**src/rtl/sag_pkg.sv**
```systemverilog
// Shared types for the sector start-offset generator.
// Assumes exactly two drives per interface, selected by one bit.
package sag_pkg;

    localparam int unsigned NUM_DRIVES   = 2;
    localparam int unsigned DEF_SEC_BYTES = 512;
    localparam int unsigned LBA_W        = 28;

    typedef enum logic [2:0] {
        ST_IDLE,
        ST_CHECK,
        ST_MUL_CYL,
        ST_MUL_TRK,
        ST_MUL_SIZE
    } sag_state_t;

    typedef struct packed {
        logic        linear;
        logic        drive;
        logic [3:0]  head;
        logic [15:0] cyl;
        logic [7:0]  sec;
    } taskfile_t;

endpackage

```
**src/rtl/sag_field_decode.sv**
```systemverilog
// Splits the address bytes into mode, drive, head, cylinder and sector
// fields, and packs the linear block number.
// Purely combinational; assumes the bytes are steady when sampled.
module sag_field_decode
    import sag_pkg::*;
(
    input  logic [7:0]       dh_reg,
    input  logic [7:0]       cyl_hi,
    input  logic [7:0]       cyl_lo,
    input  logic [7:0]       sec_num,
    output taskfile_t        fields,
    output logic [LBA_W-1:0] lba
);

    // Field extraction from the drive/head byte and the cylinder bytes.
    always_comb begin
        fields.linear = dh_reg[6];
        fields.drive  = dh_reg[4];
        fields.head   = dh_reg[3:0];
        fields.cyl    = {cyl_hi, cyl_lo};
        fields.sec    = sec_num;
    end

    // Linear block number, sector byte least significant.
    always_comb begin
        lba = {dh_reg[3:0], cyl_hi, cyl_lo, sec_num};
    end

endmodule

```
**src/rtl/sag_geom_sel.sv**
```systemverilog
// Picks one drive's geometry from the flattened per-drive inputs and
// turns a zero sector size into the 512-byte default.
// Assumes SZ_W is wide enough to hold 512.
module sag_geom_sel
    import sag_pkg::*;
#(
    parameter int SZ_W  = 13,
    parameter int HD_W  = 5,
    parameter int SPT_W = 8
) (
    input  logic [NUM_DRIVES*SZ_W-1:0]  geo_bytes,
    input  logic [NUM_DRIVES*HD_W-1:0]  geo_heads,
    input  logic [NUM_DRIVES*SPT_W-1:0] geo_spt,
    input  logic                        sel,
    output logic [SZ_W-1:0]             size_eff,
    output logic [HD_W-1:0]             heads,
    output logic [SPT_W-1:0]            spt
);

    logic [SZ_W-1:0]  size_fix [NUM_DRIVES];
    logic [HD_W-1:0]  hd_arr   [NUM_DRIVES];
    logic [SPT_W-1:0] spt_arr  [NUM_DRIVES];

    for (genvar d = 0; d < NUM_DRIVES; d++) begin : g_drive
        // Per-drive slice unpacking with the sector-size default applied.
        always_comb begin
            if (geo_bytes[d*SZ_W +: SZ_W] == '0)
                size_fix[d] = SZ_W'(DEF_SEC_BYTES);
            else
                size_fix[d] = geo_bytes[d*SZ_W +: SZ_W];
            hd_arr[d]  = geo_heads[d*HD_W +: HD_W];
            spt_arr[d] = geo_spt[d*SPT_W +: SPT_W];
        end
    end

    // Drive selection.
    always_comb begin
        size_eff = size_fix[sel];
        heads    = hd_arr[sel];
        spt      = spt_arr[sel];
    end

endmodule

```
**src/rtl/sag_seq_mul.sv**
```systemverilog
// Radix-2 shift-and-add multiplier: one multiplier bit per cycle.
// A load pulse captures the operands. B_W cycles later the product is
// valid in the cycle where done pulses, and it stays there until the
// next load. The product is truncated to A_W bits; callers size A_W.
module sag_seq_mul #(
    parameter int A_W = 40,
    parameter int B_W = 13
) (
    input  logic           clk,
    input  logic           rst_n,
    input  logic           ld,
    input  logic [A_W-1:0] a_in,
    input  logic [B_W-1:0] b_in,
    output logic [A_W-1:0] prod,
    output logic           done
);

    localparam int CNT_W = $clog2(B_W + 1);

    logic [A_W-1:0]   a_q;
    logic [B_W-1:0]   b_q;
    logic [CNT_W-1:0] cnt_q;

    // Operand load, then one conditional add and shift per cycle.
    always_ff @(posedge clk) begin
        if (!rst_n) begin
            a_q   <= '0;
            b_q   <= '0;
            prod  <= '0;
            cnt_q <= '0;
            done  <= 1'b0;
        end else begin
            done <= 1'b0;
            if (ld) begin
                a_q   <= a_in;
                b_q   <= b_in;
                prod  <= '0;
                cnt_q <= CNT_W'(B_W);
            end else if (cnt_q != '0) begin
                if (b_q[0])
                    prod <= prod + a_q;
                a_q   <= a_q << 1;
                b_q   <= b_q >> 1;
                cnt_q <= cnt_q - 1'b1;
                if (cnt_q == CNT_W'(1))
                    done <= 1'b1;
            end
        end
    end

endmodule

```
**src/rtl/sector_addr_gen.sv**
```systemverilog
// Sector start-offset generator. Captures the address bytes and the
// chosen drive's geometry on start, checks them, and runs up to three
// products on one shared sequential multiplier. Assumes start is a
// one-cycle pulse and that the inputs are steady in the start cycle.
module sector_addr_gen
    import sag_pkg::*;
#(
    parameter int OFS_W = 40,
    parameter int SZ_W  = 13,
    parameter int HD_W  = 5,
    parameter int SPT_W = 8
) (
    input  logic                        clk,
    input  logic                        rst_n,
    input  logic                        start,
    input  logic                        no_drive,
    input  logic [7:0]                  dh_reg,
    input  logic [7:0]                  cyl_hi,
    input  logic [7:0]                  cyl_lo,
    input  logic [7:0]                  sec_num,
    input  logic [NUM_DRIVES*SZ_W-1:0]  geo_bytes,
    input  logic [NUM_DRIVES*HD_W-1:0]  geo_heads,
    input  logic [NUM_DRIVES*SPT_W-1:0] geo_spt,
    output logic                        busy,
    output logic                        done,
    output logic                        err,
    output logic                        drive_sel,
    output logic [OFS_W-1:0]            start_offset,
    output logic [SZ_W-1:0]             blk_bytes
);

    localparam int MB_W = (SZ_W > SPT_W) ? ((SZ_W > HD_W) ? SZ_W : HD_W)
                                         : ((SPT_W > HD_W) ? SPT_W : HD_W);

    taskfile_t        fields, tf_q;
    logic [LBA_W-1:0] lba, lba_q;
    logic [SZ_W-1:0]  size_sel, size_q;
    logic [HD_W-1:0]  heads_sel, heads_q;
    logic [SPT_W-1:0] spt_sel, spt_q;
    logic             nodrv_q;

    sag_state_t       state_q;
    logic             mul_ld_q;
    logic [OFS_W-1:0] mul_a_q;
    logic [MB_W-1:0]  mul_b_q;
    logic [OFS_W-1:0] mul_prod;
    logic             mul_done;

    sag_field_decode u_decode (
        .dh_reg (dh_reg),
        .cyl_hi (cyl_hi),
        .cyl_lo (cyl_lo),
        .sec_num(sec_num),
        .fields (fields),
        .lba    (lba)
    );

    sag_geom_sel #(
        .SZ_W (SZ_W),
        .HD_W (HD_W),
        .SPT_W(SPT_W)
    ) u_geom (
        .geo_bytes(geo_bytes),
        .geo_heads(geo_heads),
        .geo_spt  (geo_spt),
        .sel      (fields.drive),
        .size_eff (size_sel),
        .heads    (heads_sel),
        .spt      (spt_sel)
    );

    sag_seq_mul #(
        .A_W(OFS_W),
        .B_W(MB_W)
    ) u_mul (
        .clk  (clk),
        .rst_n(rst_n),
        .ld   (mul_ld_q),
        .a_in (mul_a_q),
        .b_in (mul_b_q),
        .prod (mul_prod),
        .done (mul_done)
    );

    // Busy whenever the sequencer has left idle.
    always_comb begin
        busy = (state_q != ST_IDLE);
    end

    // Command capture in idle; inputs are not looked at again after this.
    always_ff @(posedge clk) begin
        if (!rst_n) begin
            tf_q    <= '0;
            lba_q   <= '0;
            size_q  <= SZ_W'(DEF_SEC_BYTES);
            heads_q <= '0;
            spt_q   <= '0;
            nodrv_q <= 1'b0;
        end else if (state_q == ST_IDLE && start) begin
            tf_q    <= fields;
            lba_q   <= lba;
            size_q  <= size_sel;
            heads_q <= heads_sel;
            spt_q   <= spt_sel;
            nodrv_q <= no_drive;
        end
    end

    // Sequencer: check, chain the products, publish the result.
    always_ff @(posedge clk) begin
        if (!rst_n) begin
            state_q      <= ST_IDLE;
            mul_ld_q     <= 1'b0;
            mul_a_q      <= '0;
            mul_b_q      <= '0;
            done         <= 1'b0;
            err          <= 1'b0;
            drive_sel    <= 1'b0;
            start_offset <= '0;
            blk_bytes    <= SZ_W'(DEF_SEC_BYTES);
        end else begin
            done     <= 1'b0;
            mul_ld_q <= 1'b0;
            unique case (state_q)
                ST_IDLE: begin
                    if (start)
                        state_q <= ST_CHECK;
                end
                ST_CHECK: begin
                    if (nodrv_q) begin
                        start_offset <= '0;
                        blk_bytes    <= SZ_W'(DEF_SEC_BYTES);
                        drive_sel    <= 1'b0;
                        err          <= 1'b0;
                        done         <= 1'b1;
                        state_q      <= ST_IDLE;
                    end else if (tf_q.linear) begin
                        mul_a_q  <= OFS_W'(lba_q);
                        mul_b_q  <= MB_W'(size_q);
                        mul_ld_q <= 1'b1;
                        state_q  <= ST_MUL_SIZE;
                    end else if (heads_q == '0 || spt_q == '0 || tf_q.sec == 8'd0) begin
                        start_offset <= '0;
                        blk_bytes    <= size_q;
                        drive_sel    <= tf_q.drive;
                        err          <= 1'b1;
                        done         <= 1'b1;
                        state_q      <= ST_IDLE;
                    end else begin
                        mul_a_q  <= OFS_W'(tf_q.cyl);
                        mul_b_q  <= MB_W'(heads_q);
                        mul_ld_q <= 1'b1;
                        state_q  <= ST_MUL_CYL;
                    end
                end
                ST_MUL_CYL: begin
                    if (mul_done) begin
                        mul_a_q  <= mul_prod + OFS_W'(tf_q.head);
                        mul_b_q  <= MB_W'(spt_q);
                        mul_ld_q <= 1'b1;
                        state_q  <= ST_MUL_TRK;
                    end
                end
                ST_MUL_TRK: begin
                    if (mul_done) begin
                        mul_a_q  <= mul_prod + OFS_W'(tf_q.sec) - OFS_W'(1);
                        mul_b_q  <= MB_W'(size_q);
                        mul_ld_q <= 1'b1;
                        state_q  <= ST_MUL_SIZE;
                    end
                end
                ST_MUL_SIZE: begin
                    if (mul_done) begin
                        start_offset <= mul_prod;
                        blk_bytes    <= size_q;
                        drive_sel    <= tf_q.drive;
                        err          <= 1'b0;
                        done         <= 1'b1;
                        state_q      <= ST_IDLE;
                    end
                end
                default: state_q <= ST_IDLE;
            endcase
        end
    end

endmodule

```
**config.mk**
```make
export PLATFORM = sky130hd
export DESIGN_NAME = sector_addr_gen
export DESIGN_NICKNAME = d
export VERILOG_FILES = /design/src/rtl/sag_pkg.sv /design/src/rtl/sag_field_decode.sv /design/src/rtl/sag_geom_sel.sv /design/src/rtl/sag_seq_mul.sv /design/src/rtl/sector_addr_gen.sv
export SDC_FILE = /design/constraint.sdc
export NUM_CORES = 1
export LEC_CHECK = 0
export BUFFER_PORTS_ARGS = -buffer_cell sky130_fd_sc_hd__buf_4
export CAP_MARGIN = 30
export CORE_UTILIZATION = 55
export DETAILED_ROUTE_END_ITERATION = 12
export GPL_ROUTABILITY_DRIVEN = 0
export GPL_TIMING_DRIVEN = 0
export PLACE_DENSITY = 0.81
export RECOVER_POWER = 100
export SETUP_SLACK_MARGIN = 0.15
export SKIP_CTS_REPAIR_TIMING = 1
export SLEW_MARGIN = 20
export SYNTH_ARGS = -nofsm -noshare
export SYNTH_HDL_FRONTEND = slang
export SYNTH_SLANG_ARGS = --single-unit
```
**constraint.sdc**
```tcl
create_clock -name clk -period 10.95 [get_ports clk]
set_input_delay 2.19 -clock clk [delete_from_list [all_inputs] [get_ports clk]]
set_output_delay 2.19 -clock clk [all_outputs]
set_load 0.05 [all_outputs]
```
# == After elaboration in Yosys (flattened, before gate mapping) ==
# Index checks and enable logic that the tools add are counted.
# totals
register_bits,296
latch_bits,0
ram_bits,0
mem_bits_ro,0
input_bits,88
out_inout_bits,57
wordCells,134
mem_count,0
# classes
add_sub_neg,5
multipliers,0
div_mod_pow,0
magnitude_cmp,1
n_eq_ne,13
shift,0
mux,66
bitwise,3
reduce_logical,21
# ops
operator,count
$mux W40,11
$mux W13,15
$pmux W40 S3,1
$pmux W40 S2,1
$add A40 B4 Y40,1
$add A40 B40 Y40,1
$add A40 B8 Y40,1
$sub A40 B1 Y40 const B,1
$pmux W13 S3,1
$logic_not A13 Y1,2
$pmux W13 S2,1
$mux W8,3
$mux W3,6
$logic_not A8 Y1,2
$mux W1,16
$mux W5,3
$pmux W3 S5,1
$ne A3 B3 Y1 const B,3
$mux W4,2
$pmux W1 S2,4
$reduce_and A4 Y1,2
$eq A3 B2 Y1 const B,2
$ne A2 B1 Y1 const B,3
$reduce_bool A3 Y1,2
other kinds (19),24

# == Longest topological paths before layout ==
# Gate-level depths: netlist of the first run.
# depth
word_depth,7
ltp_mapped,15
depth_no_buf,15

# == Modules after synthesis ==
# A second synthesis of the first run with hierarchy kept.
# unflattened
hier_cells,2303
hier_area_um2,18368.9
# by_module_without_submodules
module,n_inst,cells_per_inst,area_each_um2,seq_area_each_um2
sector_addr_gen,1,1407,11134.4,3963.8
sag_seq_mul,1,801,6341.1,1961.9
sag_geom_sel,1,37,457.9,0.0
sag_field_decode,1,58,435.4,0.0

# == Least setup slack after synthesis of the first run ==
# OpenSTA, ideal clock, no wires.
# synth_path
path_type,input port to flip-flop
from,input dh_reg[4]
to,register heads_q[4]
setup_time_ps,116
arrival_time_ps,3353
required_ps,10834
path_slack_ps,7481
stages,5
path_buffers,2
cell_sequence,clkbuf_1 -> buf_1 -> mux2i_1 -> nand2_1 -> o211a_1
# synth_via
elab_chain_len,4
# synth_rtl
item,line,rtl
start: declaration,sector_addr_gen.sv:17,"input logic [7:0] dh_reg,"
$not A1 Y2 (implied by the code),sag_geom_sel.sv:39,heads = hd_arr[sel];
$mux W5 (implied by the code) (3 in a row),sag_geom_sel.sv:39,
end signal: assignment,sector_addr_gen.sv:103,heads_q <= heads_sel;
end: declaration,sector_addr_gen.sv:38,"logic [HD_W-1:0] heads_sel, heads_q;"
# Every way passes these cells. The select of a mux whose other input is x is not followed.
# A chain may end at the register's enable or synchronous reset.

# == Worst setup path after layout of the first run ==
# layout_path
from,register u_mul.prod[1]
to,register mul_a_q[39]
# layout_via
elab_chain_len,4
elab_cells_between_ends,6
cone_classes,add/sub (3); mux (3)
# layout_rtl
item,line,rtl
start: declaration,sag_seq_mul.sv:14,"output logic [A_W-1:0] prod,"
start signal: assignment,sag_seq_mul.sv:41,prod <= prod + a_q;
$add A40 B8 Y40,sector_addr_gen.sv:166,mul_a_q <= mul_prod + OFS_W'(tf_q.sec) - OFS_W'(1);
$sub A40 B1 Y40,sector_addr_gen.sv:166,
$mux W40,sector_addr_gen.sv:165,if (mul_done) begin
$pmux W40 S3 (*),sector_addr_gen.sv:124,unique case (state_q)
end signal: assignment,sector_addr_gen.sv:138,mul_a_q <= OFS_W'(lba_q);
end signal: assignment,sector_addr_gen.sv:158,mul_a_q <= mul_prod + OFS_W'(tf_q.head);
end signal: assignment,sector_addr_gen.sv:166,
end: declaration,sector_addr_gen.sv:44,logic [OFS_W-1:0] mul_a_q;
# Mark *: on every way between the ends. The rest lies on a longest branch, timed or not. The select of a mux whose other input is x is not followed.

==> metrics, run 1 <==
Synth top cells by count nand2_1, dfxtp_1, a21oi_1; initial antenna violation count 0; hold slack 0.470 ns; clock buffer count from CTS 30; Slew Limit Fails 0; DRT iter0 DRCs 1445; worst hold path type register to register; Required @ worst endpoint 11.41 ns; worst-case clock skew 0.0272 ns; H-tree levels 1; # diodes 0; synth top area cells dfxtp_1, ha_1, nand2_1; routed via count 16300; row count 63; TNS Setup 0 ns; final critical-path required period 4.78 ns; DR WL/cell 20.5 um; final period utilization 0.436; Crit path depth 15; critical path launch point type register; PD cells 143 nW/um2; Area after DPL 18300 um2; top_reg_cell synth dfxtp_1; Setup CP Type register to register; number of flops mapped to enable cells by yosys 0; hpwl dp 40500 um; top-count cell post-synth nand2_1; Core Box Area 29800 um2; Post-route DRC 0; Bufs on Longest Clock Path 3; Fillers 2577; CTS sink count 268; arrival time worst endpoint 5.23 ns; leading area contributor after synthesis dfxtp_1; clk_lat worst skew 0.58 ns; Nets 2418; first-pass GRT wire length 83500 um; CP Cell Sequence inv_1 -> ha_1 -> inv_1 -> ha_1 -> fa_1 -> a211oi_1 -> o211ai_1 -> a22oi_1 -> nor4b_1 -> o2111ai_2 -> nand2_2 -> o41ai_1 -> o22ai_1 -> and3b_1 -> or3_1; Synth cell types 88; initial core utilization 0.563; setup violators final 0; largest net degree at the start of global routing 16; Slew Limit Headroom 0.284; post-DR vias/cell 6.21; Die X 177 um; Worst path slowest cell o41ai_1; FFs w/ async S/R, synth 0; Worst Path Buf+Inv 2; max_cap viols 0; Mapped Nets 2241; drt pass-1 iters 8; FMAX 0.209 GHz; die area 31200 um2; syn avg cell area 8.27 um2; leakage power 8.42 nW; ratio of cells with drive above 1 in the final layout 0.0744; Crit. End Element register; r2r setup slk 6.17 ns; Worst Setup SP u_mul.prod[1]; RSZ-0062 raised after global routing false; vias in the first global route 15700; crit path to mul_a_q[39]; total track usage 0.339; Non-Filler Instances 2620; CP max stage delay 0.73 ns; sequential share of the synthesized area 0.320; final instance area 19000 um2; worst r2r src u_mul.prod[1]; VDD IR-drop max 0.117 mV; delay-heaviest family, CP compound AO/OA/AOI/OAI gates; # IOs 145; CTS tree yes; Die Y 177 um; Worst Reg-to-Reg Cells 15; slew at the pin with the worst max-slew slack 1.05 ns; area share of the largest cell type after synthesis 0.320; grt ovf 0; WL final 53700 um; Post-Syn Instances 2029; final hold vios 0; register clock-pin slew on the reported worst setup and hold paths 0.06 ns; Synth warnings 0; crit path max fanout 6; r2r endpoint mul_a_q[39]; P&R area growth vs syn 13.4%; Root Buffer clkbuf_16; Antenna Nets Post-Route 0; Mapped Area 16800 um2; Port Buffers 142; status complete, no violations; Placed Cells 2561; number of synthesized register bits 268
[metal layers]
layer / vias up / wire, um / part of all wire / track usage
met5: - / 0 / 0 / 0
met4: 0 / 3310 / 0.062 / 0.198
met3: 217 / 5100 / 0.095 / 0.0670
met2: 825 / 23400 / 0.44 / 0.545
met1: 7643 / 21900 / 0.41 / 0.420
li1: 7581 / - / - / -
[state kept, by name, summed over array words and instances (netlist names), 4 cells and up]
| name | count |
|---|---|
| mul_b_q | 13 |
| u_mul.cnt_q | 4 |
| start_offset | 40 |
| mul_a_q | 40 |
| u_mul.a_q | 40 |
| spt_q | 8 |
| heads_q | 5 |
| size_q | 13 |
| blk_bytes | 13 |
| tf_q | 27 |
| u_mul.b_q | 13 |
| u_mul.prod | 40 |
[cell type report]
class / count / area (um2) / share of cell area
clock buffers: 42 / 856 / 0.0450
multi-input cells: 1528 / 10400 / 0.546
clock inverters: 14 / 166 / 0.00875
inverters: 101 / 379 / 0.0199
repair buffers: 145 / 865 / 0.0454
well taps: 390 / 488 / 0.0256
flip-flops and latches: 268 / 5370 / 0.282
plain buffers: 132 / 510 / 0.0268
[kinds of logic (layout without fill, tap and decap cells)]
group,after synthesis,after routing,share of synthesized area
mux,91,91,0.0544
buf+inv,233,434,0.0530
flops,268,268,0.320
compound gates,596,596,0.249
simple gates,624,624,0.181
fa+ha+maj,124,124,0.0939
xor+xnor,93,93,0.0486
[through the flow]
| step | power (mW) | setup WS (ns) | util |
|---|---|---|---|
| floorplan | 1.50 | 7.48 | - |
| global placement | 1.67 | 6.37 | 0.615 |
| detailed placement | 1.68 | 6.28 | 0.615 |
| CTS | 2.70 | 6.87 | 0.649 |
| global route | 2.80 | 5.90 | 0.639 |
| finish | 2.71 | 6.17 | 0.639 |
[power breakdown]
| group | switching [mW] | internal (mW) | total, mW |
|---|---|---|---|
| logic | 0.369 | 0.237 | 0.606 |
| clock network | 0.418 | 0.616 | 1.03 |
| registers | 0.0466 | 1.02 | 1.07 |
[tightest hold or removal path, stage by stage (launching register included)]
cell	delay (ns)
dfxtp_1	0.31
nand2_1	0.05
a21boi_0	0.06
[worst min path at each step]
stage	from	endpoint	slack, ns	cells past startpoint
2_1_floorplan	size_q[9]	blk_bytes[9]	0.44	2
3_3_place_gp	mul_b_q[8]	mul_b_q[8]	0.45	2
3_5_place_dp	start_offset[5]	start_offset[5]	0.47	1
4_1_cts	tf_q[28]	tf_q[28]	0.47	2
5_1_grt	blk_bytes[3]	blk_bytes[3]	0.49	1
6_report	mul_b_q[8]	mul_b_q[8]	0.47	2
[layout by cell type (no fill, tap or decap), types with 7 or more instances in the layout]
cell       netlist  routed
and3_1          14      14
nor3_1          21      21
ha_1           121     121
buf_4            0      81
a21o_1          54      54
o21ai_0        110     114
o211a_1         29      29
nand2b_1        11      11
and2_0           0      25
dfxtp_1        268     268
nand3_1         36      36
clkbuf_16        0      30
clkbuf_1       109     179
buf_1           11       8
o31ai_1          6       7
o21bai_1        18      18
a21oi_1        136     136
nor4_1          11      12
o22ai_1         17      18
nand2_1        282     282
a21boi_0        38      39
and2_1          61      36
a31oi_1         10      10
o211ai_1         6       8
a211oi_1        14      15
xor2_1          18      18
buf_2           12      13
a221oi_1        25      25
nor2b_1         19      20
xnor2_1         75      75
clkinv_2         0       7
o21a_1          10      11
nor3b_1         28      28
inv_1          100     100
a22o_1          59      59
mux2i_1         90      90
nand4_1         21      21
nor2_1          85      85
No activity file was read; power rests on OpenSTA's default activity.
==> run 2: changes to the inputs <==
ABC_AREA = 1   (was unset)
clock period = 4.5 ns   (was 10.95 ns; I/O delays follow)
==> metrics, run 2 <==
Antenna Nets Post-Route 0 (unchanged); synth top area cells dfxtp_1, nand2_1, ha_1; crit path max fanout 6 (unchanged); Slew Limit Fails 0 (unchanged); Post-Synth Adder-Cell Area 0.0880 (-0.00589); CTS tree yes; syn avg cell area 6.45 um2 (-22%); Fillers 2984 (+16%); RSZ-0062 raised after global routing false; Required @ worst endpoint 4.94 ns (-6.47 ns); area share of the largest cell type after synthesis 0.300 (-0.0201); P&R area growth vs syn 12.2%; H-tree levels 1 (unchanged); grt ovf 0 (unchanged); final instance area 20100 um2 (+5.5%); main combinational cell family by area after synthesis simple AND/OR/NAND/NOR gates; Core Box Area 31800 um2 (+6.7%); FMAX 0.268 GHz (+28%); Setup CP Type register to register; Compound-Gate Fraction of Synth Area 0.203 (-0.0463); total track usage 0.394 (+0.0551); post-DR vias/cell 6.04 (-2.7%); Crit. End Element register; largest net degree at the start of global routing 15 (-1); Area after DPL 19500 um2 (+6.4%); Post-Syn Instances 2775 (+37%); Root Buffer clkbuf_16; DR WL/cell 19.6 um (-4.3%); register clock-pin slew on the reported worst setup and hold paths 0.07 ns (about the same); Synth warnings 0 (unchanged); PD cells 539 nW/um2 (+280%); row count 65 (+3.2%); max_cap viols 0 (unchanged); leading area contributor after synthesis dfxtp_1; routed via count 20500 (+26%); commonest cells after routing, fill and taps aside nand2_1, inv_1, dfxtp_1; slew at the pin with the worst max-slew slack 0.849 ns (-0.198 ns); Simple-Gate Fraction of Synth Area 0.296 (+0.115); post-layout util 0.631 (-0.00709); critical path launch point type register; Port Buffers 141 (-0.70%); Synth cell types 55 (-38%); top_reg_cell synth dfxtp_1; Placed Cells 3351 (+31%); ratio of cells with drive above 1 in the final layout 0.0641 (-0.0104); Non-Filler Instances 3402 (+30%); initial antenna violation count 1 (+1); initial core utilization 0.563 (about the same); vias in the first global route 19100 (+22%); post-synthesis mux area share 0 (-0.0544); WL final 66700 um (+24%); Synth top cells by count nand2_1, inv_1, dfxtp_1; hpwl dp 53300 um (+31%); sequential share of the synthesized area 0.300 (-0.0201); drt pass-1 iters 9 (+1); DRT iter0 DRCs 2326 (+61%); setup ws final 0.772 ns (-5.40 ns); worst hold path type register to register; Post-route DRC 0 (unchanged); Place WS 1.20 ns (-5.08 ns); CTS sink count 268 (unchanged); clock buffer count from CTS 27 (-10%); # IOs 145 (unchanged); most common cell after layout, fill and taps aside nand2_1; number of flops mapped to enable cells by yosys 0 (unchanged); clk_lat worst skew 0.57 ns (about the same); first-pass GRT wire length 101000 um (+21%); Slew Limit Headroom 0.434 (+0.150); Mapped Nets 2987 (+33%); final hold vios 0 (unchanged); xor and xnor area share after synthesis 0.0147 (-0.0339); FFs w/ async S/R, synth 0 (unchanged); Mapped Area 17900 um2 (+6.7%); number of synthesized register bits 268 (unchanged); leakage power 9.17 nW (+8.9%); worst-case clock skew 0.0325 ns (+0.00524 ns); Nets 3157 (+31%); top-count cell post-synth nand2_1; TNS Setup 0 ns (unchanged); Bufs on Longest Clock Path 3 (unchanged); status complete, no violations; final period utilization 0.828 (+0.392); die area 33300 um2 (+6.6%); Die X 182 um (+3.3%); arrival time worst endpoint 4.16 ns (-1.07 ns); VDD IR-drop max 0.369 mV (+210%); final critical-path required period 3.73 ns (-1.05 ns); setup violators final 0 (unchanged); Die Y 182 um (+3.3%)
## run 2: changes by cell type after synthesis, sizes merged, moves of 44 or more
cell	change
nor2	+162
a21oi	+108
xnor2	-66
o21ai	+145
nand2	+432
clkbuf	-44
mux2i	-90
nand3	+183
a21o	-47
a22o	-59
inv	+227
and2	-60
## run 2: stage by stage
step | hold WS, ns | power (mW)
final | 0.468 | 10.8
after global routing | 0.496 | 11.4
after CTS | 0.466 | 10.7
after detailed placement | 0.454 | 8.42
after global placement | 0.444 | 8.27
after floorplan | 0.436 | 6.87
## run 2: worst max-delay path, stage by stage (launching register included)
cell and delay (ns):
dfxtp_1 0.52, inv_1 0.23, ha_1 0.33, inv_1 0.04, ha_1 0.26, fa_1 0.48, nand2_1 0.11, clkinv_1 0.07
nand2_1 0.06, nand2_1 0.17, nand2_1 0.12, nand2_1 0.11, a21oi_1 0.31, o21ai_0 0.24, or2_2 0.32, nand3_1 0.13
a21oi_1 0.08
## run 2: final timing paths
kind | start | end | slack, ns | cells past startpoint
setup reg to reg | u_mul.prod[1] | mul_a_q[19] | 0.77 | 16
setup / recovery | u_mul.prod[1] | mul_a_q[19] | 0.77 | 16
hold / removal | blk_bytes[9] | blk_bytes[9] | 0.47 | 2
hold reg to reg | blk_bytes[9] | blk_bytes[9] | 0.47 | 2
## run 2: power by group
part / total, mW / internal, mW / switching [mW]
registers: 3.42 / 2.91 / 0.505
clock network: 2.31 / 1.31 / 0.994
logic: 5.09 / 1.50 / 3.59
## run 2: layout make-up
| class | instances | area (um2) | area share |
|---|---|---|---|
| multi-input combinational | 2061 | 10700 | 0.533 |
| antenna | 1 | 2.50 | 0.000125 |
| tap | 435 | 544 | 0.0271 |
| clock buffer | 38 | 767 | 0.0382 |
| clock inverter | 12 | 134 | 0.00667 |
| buffer | 113 | 469 | 0.0234 |
| inverter | 333 | 1250 | 0.0623 |
| sequential | 268 | 5370 | 0.267 |
| timing repair buffer | 141 | 841 | 0.0419 |
## run 2: logic make-up after synthesis
kind of cell             after synthesis
AO/OA/AOI/OAI                        652
XOR/XNOR                              30
adder cells (fa/ha/maj)              124
AND/OR/NAND/NOR                     1255
flip-flops                           268
buffers and inverters                446
## run 2: per-layer routing
layer  GRT usage  part of all wire
met5           0                 0
met3      0.0968              0.11
met4       0.311             0.089
met1       0.455              0.37
met2       0.625              0.43
